### config.mk
export PLATFORM = sky130hd
export DESIGN_NAME = insn_ctrl_decoder
export DESIGN_NICKNAME = d
export VERILOG_FILES = /design/src/rtl/insn_ctrl_pkg.sv /design/src/rtl/insn_class_decode.sv /design/src/rtl/alu_sel.sv /design/src/rtl/main_ctrl.sv /design/src/rtl/branch_resolve.sv /design/src/rtl/insn_ctrl_decoder.sv
export SDC_FILE = /design/constraint.sdc
export NUM_CORES = 1
export LEC_CHECK = 0
export ABC_CLOCK_PERIOD_IN_PS = 2200
export BUFFER_PORTS_ARGS = -buffer_cell sky130_fd_sc_hd__buf_4
export CAP_MARGIN = 30
export CELL_PAD_IN_SITES_DETAIL_PLACEMENT = 2
export CELL_PAD_IN_SITES_GLOBAL_PLACEMENT = 2
export CORE_AREA = 2 2 39 41
export DETAILED_ROUTE_END_ITERATION = 8
export DIE_AREA = 0 0 41 43
export PLACE_DENSITY = 0.9
export SLEW_MARGIN = 10
export SYNTH_ARGS = -nofsm -noshare
export SYNTH_HDL_FRONTEND = slang
export SYNTH_SLANG_ARGS = --single-unit
### constraint.sdc
create_clock -name vclk -period 2.2
set_input_delay 0.44 -clock vclk [all_inputs]
set_output_delay 0.44 -clock vclk [all_outputs]
set_load 0.005 [all_outputs]
### src/rtl/insn_ctrl_pkg.sv
package insn_ctrl_pkg;
  parameter int OP_W  = 6;
  parameter int FN_W  = 6;
  parameter int ALU_W = 3;
  parameter int N_RFUNC = 5;

  localparam logic [OP_W-1:0] OPC_RTYPE  = 6'b000000;
  localparam logic [OP_W-1:0] OPC_LOAD   = 6'b100011;
  localparam logic [OP_W-1:0] OPC_STORE  = 6'b101011;
  localparam logic [OP_W-1:0] OPC_BRANCH = 6'b000100;

  localparam logic [ALU_W-1:0] ALU_AND = 3'b000;
  localparam logic [ALU_W-1:0] ALU_OR  = 3'b001;
  localparam logic [ALU_W-1:0] ALU_ADD = 3'b010;
  localparam logic [ALU_W-1:0] ALU_SUB = 3'b110;
  localparam logic [ALU_W-1:0] ALU_SLT = 3'b111;

  typedef enum logic [2:0] {
    CL_RTYPE,
    CL_LOAD,
    CL_STORE,
    CL_BRANCH,
    CL_BAD
  } insnClass_e;

  typedef struct packed {
    logic regDst;
    logic regWrite;
    logic aluSrc;
    logic memWrite;
    logic memRead;
    logic memToReg;
    logic branch;
  } ctrlStrobes_t;
endpackage

### src/rtl/insn_class_decode.sv
module insn_class_decode
  import insn_ctrl_pkg::*;
(
  input  logic [OP_W-1:0] opcode,
  output insnClass_e      cls
);
  always_comb begin
    unique case (opcode)
      OPC_RTYPE:  cls = CL_RTYPE;
      OPC_LOAD:   cls = CL_LOAD;
      OPC_STORE:  cls = CL_STORE;
      OPC_BRANCH: cls = CL_BRANCH;
      default:    cls = CL_BAD;
    endcase
  end
endmodule

### src/rtl/alu_sel.sv
module alu_sel
  import insn_ctrl_pkg::*;
(
  input  insnClass_e       cls,
  input  logic [FN_W-1:0]  funct,
  output logic [ALU_W-1:0] aluOp,
  output logic             funcBad
);
  localparam logic [FN_W-1:0]  FUNC_CODE [N_RFUNC] =
    '{6'b100000, 6'b100010, 6'b100100, 6'b100101, 6'b101010};
  localparam logic [ALU_W-1:0] FUNC_ALU  [N_RFUNC] =
    '{ALU_ADD, ALU_SUB, ALU_AND, ALU_OR, ALU_SLT};

  logic [N_RFUNC-1:0] hit;

  genvar gi;
  generate
    for (gi = 0; gi < N_RFUNC; gi++) begin : g_match
      assign hit[gi] = (funct == FUNC_CODE[gi]);
    end
  endgenerate

  logic [ALU_W-1:0] rOp;
  always_comb begin
    rOp = '0;
    for (int i = 0; i < N_RFUNC; i++) begin
      if (hit[i]) rOp = rOp | FUNC_ALU[i];
    end
  end

  always_comb begin
    funcBad = (cls == CL_RTYPE) && (hit == '0);
    unique case (cls)
      CL_RTYPE:           aluOp = rOp;
      CL_LOAD, CL_STORE:  aluOp = ALU_ADD;
      CL_BRANCH:          aluOp = ALU_SUB;
      default:            aluOp = '0;
    endcase
  end


  always_comb begin
    func_unique_chk: assert ($onehot0(hit));
  end
endmodule

### src/rtl/main_ctrl.sv
module main_ctrl
  import insn_ctrl_pkg::*;
(
  input  insnClass_e   cls,
  input  logic         funcBad,
  output ctrlStrobes_t strobes
);
  always_comb begin
    strobes = '0;
    unique case (cls)
      CL_RTYPE: begin
        if (!funcBad) begin
          strobes.regDst   = 1'b1;
          strobes.regWrite = 1'b1;
        end
      end
      CL_LOAD: begin
        strobes.regWrite = 1'b1;
        strobes.aluSrc   = 1'b1;
        strobes.memRead  = 1'b1;
        strobes.memToReg = 1'b1;
      end
      CL_STORE: begin
        strobes.aluSrc   = 1'b1;
        strobes.memWrite = 1'b1;
      end
      CL_BRANCH: strobes.branch = 1'b1;
      default:   strobes = '0;
    endcase
  end


  always_comb begin
    mem_excl_chk: assert (!(strobes.memRead && strobes.memWrite));
  end
endmodule

### src/rtl/branch_resolve.sv
module branch_resolve (
  input  logic branch,
  input  logic aluZero,
  output logic pcSrc
);
  always_comb pcSrc = branch & aluZero;
endmodule

### src/rtl/insn_ctrl_decoder.sv
module insn_ctrl_decoder
  import insn_ctrl_pkg::*;
(
  input  logic [5:0] opcode,
  input  logic [5:0] funct,
  input  logic       aluZero,
  output logic       regDst,
  output logic       regWrite,
  output logic       aluSrc,
  output logic [2:0] aluOp,
  output logic       memWrite,
  output logic       memRead,
  output logic       memToReg,
  output logic       pcSrc,
  output logic       illegalInsn
);
  insnClass_e   cls;
  logic         funcBad;
  ctrlStrobes_t strobes;

  insn_class_decode u_cls (.opcode(opcode), .cls(cls));
  alu_sel u_alu (.cls(cls), .funct(funct), .aluOp(aluOp), .funcBad(funcBad));
  main_ctrl u_ctrl (.cls(cls), .funcBad(funcBad), .strobes(strobes));
  branch_resolve u_br (.branch(strobes.branch), .aluZero(aluZero), .pcSrc(pcSrc));

  assign regDst      = strobes.regDst;
  assign regWrite    = strobes.regWrite;
  assign aluSrc      = strobes.aluSrc;
  assign memWrite    = strobes.memWrite;
  assign memRead     = strobes.memRead;
  assign memToReg    = strobes.memToReg;
  assign illegalInsn = (cls == CL_BAD) || funcBad;

  always_comb begin

    illegal_quiet_chk: assert (!illegalInsn ||
      !(regWrite || memWrite || memRead || pcSrc || aluOp != 3'b000));

    pcsrc_sub_chk: assert (!pcSrc || (aluOp == ALU_SUB && !regWrite && !aluSrc));

    mem_addr_chk: assert (!(memRead || memWrite) || (aluSrc && aluOp == ALU_ADD));

    regdst_chk: assert (!regDst || (regWrite && !aluSrc));
  end
endmodule

==> metrics.cfg, run 1 <==
[power]
max-vdd-ir-drop_mv = 0.0337
combPwrFrac_pct = 100.0
clkPwrFrac_pct = 0
p_seq_share_pct = 0
leakage_nw = 0.203
internal-power_w = 0.0000271
finalPower_w = 0.0000485
power_density_nw_per_um2 = 122
swShare_pct = 44.1
p_sw_w = 0.0000214

[grt]
grt_usage_pct = 9.60
grt_use_met3_pct = 0.524
globalRouteOverflowTotal = 0
grt_use_met2_pct = 17.5
grt-busiest-layer = met2
grt_max_degree = 6
antenna_found_initial = 0
grt_pass1_wl_um = 1280
grt_pass1_vias = 291
gr-usage-met1_pct = 12.4

[timing]
layout_min_cycle_time_ns = 1.87
finalMaxSlewViolations = 0
setup_viol = 0
worst_slack_ns = 0.326
hold_viol = 0
rsz0062_at_grt = no
worst_pin_slew_ns = 0.327
slew_headroom_pct = 78.1
fmax_ghz = 0.534
fin_crit_sh_pct = 85.2
tns_ns = 0

[clock_tree]
ctsHoldBuffers = 0
postCtsSetupBuffers = 0
ctsResizeCount = 0

[final_layout]
seq_cells = 0
nFillCells = 168
finalNetCount = 65
multiInputGateArea_sq_um = 198
layout-drive-gt1-share_pct = 56.0
syn_to_final_growth_pct = 93.9
utilization_pct = 28.8
register_area_sq_um = 0
antennaDiodeCount = 0
nClkBuffers = 0
final_cells = 66

[synthesis]
synth_area_leaders = nand4b_4 (12%), nor2_1 (11%), nor3_4 (7.9%), o41ai_2 (7.9%), a31oi_1 (6.1%)
syn-num-nets = 40
synth_seq_area_share_pct = 0
synth_top_area_share_pct = 11.6
synthCells = 27
syn-cell-area_sq_um = 205
ys_types = 19
syn_area_per_cell_sq_um = 7.60
yosys.area.top_type = nand4b_4
yosys_warnings = 0

[setup_path]
cp_max_fo = 5
slowest_stage = o41ai_2
cp_data_arrival_time_ns = 1.43
slowest_delay_ns = 0.30
start_kind = input port
crit_family = simple AND/OR/NAND/NOR gates
critPathLaunch = opcode[1]
cp-end-kind = primary output
crit_top_cell = buf_4
worst-path-buf-inv = 2
crit_chain = buf_4 > nor3_4 > nand4b_4 > o41ai_2 > buf_4
crit_cells = 5
criticalPathCategory = input port to primary output
cp.required_ns = 1.76

[worst_hold_path]
min-delay-path-class = input port to primary output
worstHoldStart = funct[0]
min_path_cells = 3

[detailed_routing]
via_per_inst = 4.58
wirelength_um = 817
final_antenna_net_count = 0
drtIter0Drc = 0
drc_errors = 0
routedWlPerCell_um = 12.4
first_pass_iters = 1
vias = 302

[outcome]
status = complete, no violations

[die]
io_pins = 24
die_area_sq_um = 1760
design.core.area_sq_um = 1380
rows = 14
die_x_um = 41
start_util_pct = 14.8
die_y_um = 43

[placement]
dp_worst_setup_slack_ns = 0.307
port_buffers = 24
hpwl_um = 725
dp_cells = 66
gp_congestion = 0.665

[flow_run]
maxCapViolCount = 0

## through the flow
| stage | hold WS [ns] | area, sq um |
|---|---|---|
| after detailed placement | 1.18 | 398 |
| after global routing | 1.19 | 398 |
| after floorplan | 0.916 | 205 |
| after CTS | 1.18 | 398 |
| final | 1.18 | 398 |
| after global placement | 1.16 | 398 |
## final cells by class
class,instances,share of cell area [%]
repair buffers,24,45.3
multi-input cells,26,49.7
well taps,16,5.03
## cell usage after synthesis (all sizes together), types with 2 or more instances
cell type  count
nand2          2
nor2           7
nor3           2
nor2b          2
nand4b         2
a31oi          2
## routing by layer
metal / vias up / part of all wire, %
met5: - / 0
met4: 0 / 0
met3: 0 / 11
met2: 15 / 52
met1: 138 / 37
li1: 149 / -
## worst paths after layout
path	end	slack (ns)
min	aluOp[1]	1.18
max	aluOp[1]	0.33
## cell usage in the layout (no fill, tap or decap), types with 2 or more instances in the layout
cell type  synthesis  layout
a31oi_1            2       2
nand2_1            2       2
nor2b_1            2       2
nor2_1             6       6
buf_4              1      24
## cells by family (layout without fill, tap and decap cells)
group / after synthesis / in the layout / share of synthesized area (%)
AO/OA/AOI/OAI: 6 / 6 / 26.2
AND/OR/NAND/NOR: 19 / 19 / 64.6
multiplexers: 1 / 1 / 5.49
buffers and inverters: 1 / 24 / 3.66
## power groups by stage
stage                     Sequential [W]  Combinational [W]  Clock (W)
after floorplan                        0          0.0000171          0
after CTS                              0          0.0000494          0
after global routing                   0          0.0000532          0
after detailed placement               0          0.0000492          0
after global placement                 0          0.0000469          0
final                                  0          0.0000485          0
Note: power is estimated with default switching activity, not from simulation.
==> inputs of run 2 (changes only) <==
ABC_AREA = 1   (was not set)
CORE_AREA = 2 2 42 44   (was 2 2 39 41)
DIE_AREA = 0 0 44 46   (was 0 0 41 43)
PLACE_DENSITY = not set   (was 0.9)
PLACE_DENSITY_LB_ADDON = 0.08   (was not set)
==> metrics.cfg, run 2 <==
[grt]
grt_usage_pct = 9.25  ; -0.35 points
globalRouteOverflowTotal = 0  ; unchanged
grt_pass1_vias = 377  ; +30%
grt_pass1_wl_um = 1490  ; +17%
grt_max_degree = 6  ; unchanged
antenna_found_initial = 0  ; unchanged

[detailed_routing]
via_per_inst = 4.19  ; -8.4%
routedWlPerCell_um = 8.51  ; -31%
final_antenna_net_count = 0  ; unchanged
drtIter0Drc = 6  ; +6
first_pass_iters = 4  ; +3
wirelength_um = 791  ; -3.2%
vias = 390  ; +29%
drc_errors = 0  ; unchanged

[synthesis]
synth_compound_area_share_pct = 1.96  ; -24 points
synthMuxAreaShare_pct = 0  ; -5.5 points
synth_area_leaders = nand2_1 (22%), inv_1 (16%), nand3_1 (12%), nor2_1 (10%), nor2_4 (8.8%)
yosys-top-cells-count = nand2_1 (15), inv_1 (11), nor2_1 (7), nand3_1 (6), nor2_2 (3)
syn-num-nets = 66  ; +65%
synth_seq_area_share_pct = 0  ; unchanged
syn_area_per_cell_sq_um = 4.82  ; -37%
syn-cell-area_sq_um = 255  ; +24%
synth_simple_gate_area_share_pct = 76.0  ; +11 points
synthAdderAreaFrac_pct = 0  ; unchanged
synth_top_family_by_area = simple AND/OR/NAND/NOR gates
yosys_warnings = 0  ; unchanged
ys_types = 13  ; -6
synth_top_area_share_pct = 22.1  ; +10 points
yosys.area.top_type = nand2_1
synth_most_common_cell = nand2_1
synthCells = 53  ; +96%
synth_xor_area_share_pct = 0  ; unchanged

[clock_tree]
ctsHoldBuffers = 0  ; unchanged
postCtsSetupBuffers = 0  ; unchanged
ctsResizeCount = 0  ; unchanged

[placement]
port_buffers = 24  ; unchanged
postPlaceCellArea_sq_um = 449  ; +13%
hpwl_um = 751  ; +3.6%
gp_congestion = 0.748  ; +13%
dp_worst_setup_slack_ns = 0.557  ; +0.250 ns

[timing]
fmax_ghz = 0.615  ; +15%
setup_viol = 0  ; unchanged
layout_min_cycle_time_ns = 1.63  ; -0.248 ns
fin_crit_sh_pct = 73.9  ; -11 points
worst_pin_slew_ns = 0.169  ; -0.157 ns
worst_slack_ns = 0.574  ; +0.248 ns
tns_ns = 0  ; unchanged
hold_viol = 0  ; unchanged
rsz0062_at_grt = no
finalMaxSlewViolations = 0  ; unchanged
slew_headroom_pct = 88.7  ; +11 points
holdWs_ns = 1.18  ; +0.00581 ns

[power]
max-vdd-ir-drop_mv = 0.0326  ; -3.5%
power_density_nw_per_um2 = 109  ; -11%
leakage_nw = 0.299  ; +47%

[final_layout]
final_cell_area_sq_um = 449  ; +13%
nFillCells = 217  ; +29%
nClkBuffers = 0  ; unchanged
antennaDiodeCount = 0  ; unchanged
finalNetCount = 91  ; +40%
utilization_pct = 27.8  ; -0.92 points
layout_common_cells = buf_4 (24), nand2_1 (15), inv_1 (11), nor2_1 (7), nand3_1 (6)
layout-drive-gt1-share_pct = 44.7  ; -11 points
mostFrequentLayoutCell = buf_4
seq_cells = 0  ; unchanged
syn_to_final_growth_pct = 76.0
register_area_sq_um = 0  ; unchanged

[setup_path]
cp_max_fo = 4  ; -1
crit_chain = buf_4 > nor2_2 > nand3_2 > or2_0 > nand2_1 > buf_4
cp.required_ns = 1.76  ; about the same
start_kind = input port
slowest_delay_ns = 0.23  ; -0.07 ns
cp_data_arrival_time_ns = 1.19  ; -0.24 ns
criticalPathCategory = input port to primary output
crit_top_cell = buf_4
slowest_stage = or2_0
cp-end-kind = primary output

[die]
die_area_sq_um = 2020  ; +15%
io_pins = 24  ; unchanged
start_util_pct = 15.8  ; +0.99 points
die_x_um = 44  ; +7.3%
rows = 15  ; +1
die_y_um = 46  ; +7.0%
design.core.area_sq_um = 1610  ; +17%

[outcome]
status = complete, no violations

[worst_hold_path]
min-delay-path-class = input port to primary output

[flow_run]
maxCapViolCount = 0  ; unchanged

-- run 2: logic make-up (layout without fill, tap and decap cells) --
logic type      count (synthesis)  count (layout)
simple gates                   38              38
buf+inv                        14              37
compound gates                  1               1
-- run 2: worst max-delay path: cells and delay by family --
kind | cells | cell delay, ns
buffers and inverters | 2 | 0.21
AND/OR/NAND/NOR | 4 | 0.53
-- run 2: where the power goes --
part | internal [W] | switching [W] | leakage (nW) | total (W)
Clock | 0 | 0 | 0 | 0
Sequential | 0 | 0 | 0 | 0
Combinational | 0.0000257 | 0.0000230 | 0.299 | 0.0000487
-- run 2: final timing paths --
kind,startpoint,to,slack [ns],depth (start not counted)
setup / recovery,opcode[1],aluOp[1],0.57,6
hold / removal,aluZero,pcSrc,1.18,4
-- run 2: cell type report --
| cell class | instances | area [sq um] | area share, % |
|---|---|---|---|
| Inverter | 13 | 48.8 | 10.9 |
| Multi-Input combinational cell | 39 | 199 | 44.3 |
| Timing Repair Buffer | 24 | 180 | 40.1 |
| Tap cell | 17 | 21.3 | 4.74 |
-- run 2: metal layers --
metal / part of all wire, % / track usage (%)
met1: 45 / 13.3
met2: 47 / 16.5
met3: 8.8 / 0
met4: 0 / 0
met5: 0 / 0
-- run 2: stage by stage --
step	power, W	instances
2_1_floorplan	0.0000197	53
4_1_cts	0.0000501	93
5_1_grt	0.0000558	93
3_3_place_gp	0.0000491	93
3_5_place_dp	0.0000500	93
6_report	0.0000487	93
==> inputs of run 3 (changes only) <==
ABC_AREA = 0   (was 1)
ABC_CLOCK_PERIOD_IN_PS = 1500   (was 2200)
CORE_AREA = 2 2 39 41   (was 2 2 42 44)
DIE_AREA = 0 0 41 43   (was 0 0 44 46)
clock period = 1.5 ns   (was 2.2 ns; I/O delays follow)
==> metrics.cfg, run 3 (synthesis gave the netlist of run 1 again) <==
[outcome]
status = complete, but fails checks
violations = setup timing

[final_layout]
finalNetCount = 72  ; -21%
mostFrequentLayoutCell = buf_4
layout_common_cells = buf_4 (27), nor2_1 (6)
final_cell_area_sq_um = 502  ; +12%
nClkBuffers = 0  ; unchanged
layout-drive-gt1-share_pct = 71.9  ; +27 points
utilization_pct = 36.3  ; +8.4 points
register_area_sq_um = 0  ; unchanged
nFillCells = 168  ; -23%
seq_cells = 0  ; unchanged
syn_to_final_growth_pct = 145
antennaDiodeCount = 0  ; unchanged
multiInputGateArea_sq_um = 226  ; +14%

[setup_path]
cp.required_ns = 1.20  ; -0.56 ns
criticalPathCategory = input port to primary output
cp_data_arrival_time_ns = 1.22  ; +0.03 ns
slowest_delay_ns = 0.29  ; +0.06 ns
cp-end-kind = primary output
start_kind = input port
slowest_stage = o41ai_2
crit_chain = buf_8 > nor3_4 > nand4b_4 > o41ai_2 > buf_4
cp_max_fo = 3  ; -1

[die]
die_area_sq_um = 1760  ; -13%
die_x_um = 41  ; -6.8%
rows = 14  ; -1
io_pins = 24  ; unchanged
start_util_pct = 14.8  ; -0.99 points
design.core.area_sq_um = 1380  ; -14%
die_y_um = 43  ; -6.5%

[timing]
worst_slack_ns = -0.0233  ; -0.597 ns
fin_crit_sh_pct = 102
rsz0062_at_grt = yes
layout_min_cycle_time_ns = 1.52
fmax_ghz = 0.656
holdWs_ns = 0.905  ; -0.278 ns
worst_pin_slew_ns = 0.232  ; +0.0628 ns
finalMaxSlewViolations = 0  ; unchanged
slew_headroom_pct = 84.3  ; -4.4 points
setup_viol = 1  ; +1
hold_viol = 0  ; unchanged

[flow_run]
maxCapViolCount = 0  ; unchanged

[detailed_routing]
wirelength_um = 926  ; +17%
via_per_inst = 4.52  ; +7.8%
first_pass_iters = 2  ; -2
vias = 330  ; -15%
final_antenna_net_count = 0  ; unchanged
drtIter0Drc = 2  ; -4
drc_errors = 0  ; unchanged
routedWlPerCell_um = 12.7  ; +49%

[grt]
grt_usage_pct = 11.1  ; +1.9 points
grt_max_degree = 6  ; unchanged
grt_pass1_vias = 330  ; -12%
globalRouteOverflowTotal = 0  ; unchanged
grt_pass1_wl_um = 1440  ; -3.7%
antenna_found_initial = 0  ; unchanged

[worst_hold_path]
min_to = pcSrc
worstHoldStart = opcode[2]
min_path_cells = 4  ; unchanged
min-delay-path-class = input port to primary output

[placement]
gp_congestion = 0.672  ; -10%
port_buffers = 24  ; unchanged
postPlaceCellArea_sq_um = 450  ; +0.28%
dp_worst_setup_slack_ns = -0.0762  ; -0.633 ns
hpwl_um = 826  ; +10%

[power]
leakage_nw = 0.254  ; -15%
power_density_nw_per_um2 = 188  ; +74%
max-vdd-ir-drop_mv = 0.0702  ; +120%

==> run 3: cell types whose count changed in the layout (fill, tap and decap cells not counted), moves of 2 or more <==
cell	delta
nor2_4	-2
buf_8	+2
nand2_1	-13
nor2_2	-2
nand3_1	-6
nand3_2	-2
buf_6	+2
a31oi_1	+2
buf_4	+3
inv_2	-2
inv_1	-11
==> run 3: cell type report <==
cell class / count / share of cell area [%]
timing repair buffer: 31 / 50.9
multi-input combinational: 26 / 45.1
tap: 16 / 3.99
==> run 3: report_power, final <==
group	switching [W]	leakage (nW)	internal, W
logic	0.0000370	0.254	0.0000575
registers	0	0	0
clock network	0	0	0
total	0.0000370	0.254	0.0000575
==> run 3: how the worst max path moves through the flow <==
| stage | from | to | slack, ns | cells past startpoint |
|---|---|---|---|---|
| 4_1_cts | opcode[1] | aluOp[1] | -0.04 | 5 |
| 6_report | opcode[1] | aluOp[1] | -0.02 | 5 |
| 3_5_place_dp | funct[4] | aluOp[1] | -0.08 | 5 |
| 5_1_grt | opcode[1] | aluOp[1] | -0.05 | 5 |
| 2_1_floorplan | funct[5] | illegalInsn | 0.21 | 3 |
| 3_3_place_gp | funct[4] | illegalInsn | -0.05 | 5 |
==> run 3: layer usage <==
| metal | global-route usage [%] | vias up | wire (um) |
|---|---|---|---|
| li1 | - | 162 | - |
| met1 | 13.0 | 154 | 334 |
| met2 | 21.9 | 14 | 530 |
| met3 | 0 | 0 | 62 |
| met4 | 0 | 0 | 0 |
| met5 | 0 | - | 0 |
==> run 3: what timing repair did <==
action	CTS	global route
hold buffers	0	0
gates resized for setup	5	7
buffers inserted	0	0
endpoints found under the setup margin	4	6
pin swaps	3	1
==> run 3: critical path, delay by kind of cell <==
| family | cells | cell delay [ns] |
|---|---|---|
| simple gates | 2 | 0.37 |
| compound gates | 1 | 0.29 |
| buf+inv | 2 | 0.26 |
==> run 3: metrics by stage <==
| stage | power [W] | setup TNS, ns | std cells |
|---|---|---|---|
| final | 0.0000945 | -0.0233 | 73 |
| after CTS | 0.0000883 | -0.0440 | 73 |
| after floorplan | 0.0000250 | 0 | 27 |
| after global routing | 0.000101 | -0.141 | 73 |
| after global placement | 0.0000786 | -0.114 | 73 |
| after detailed placement | 0.0000824 | -0.190 | 73 |
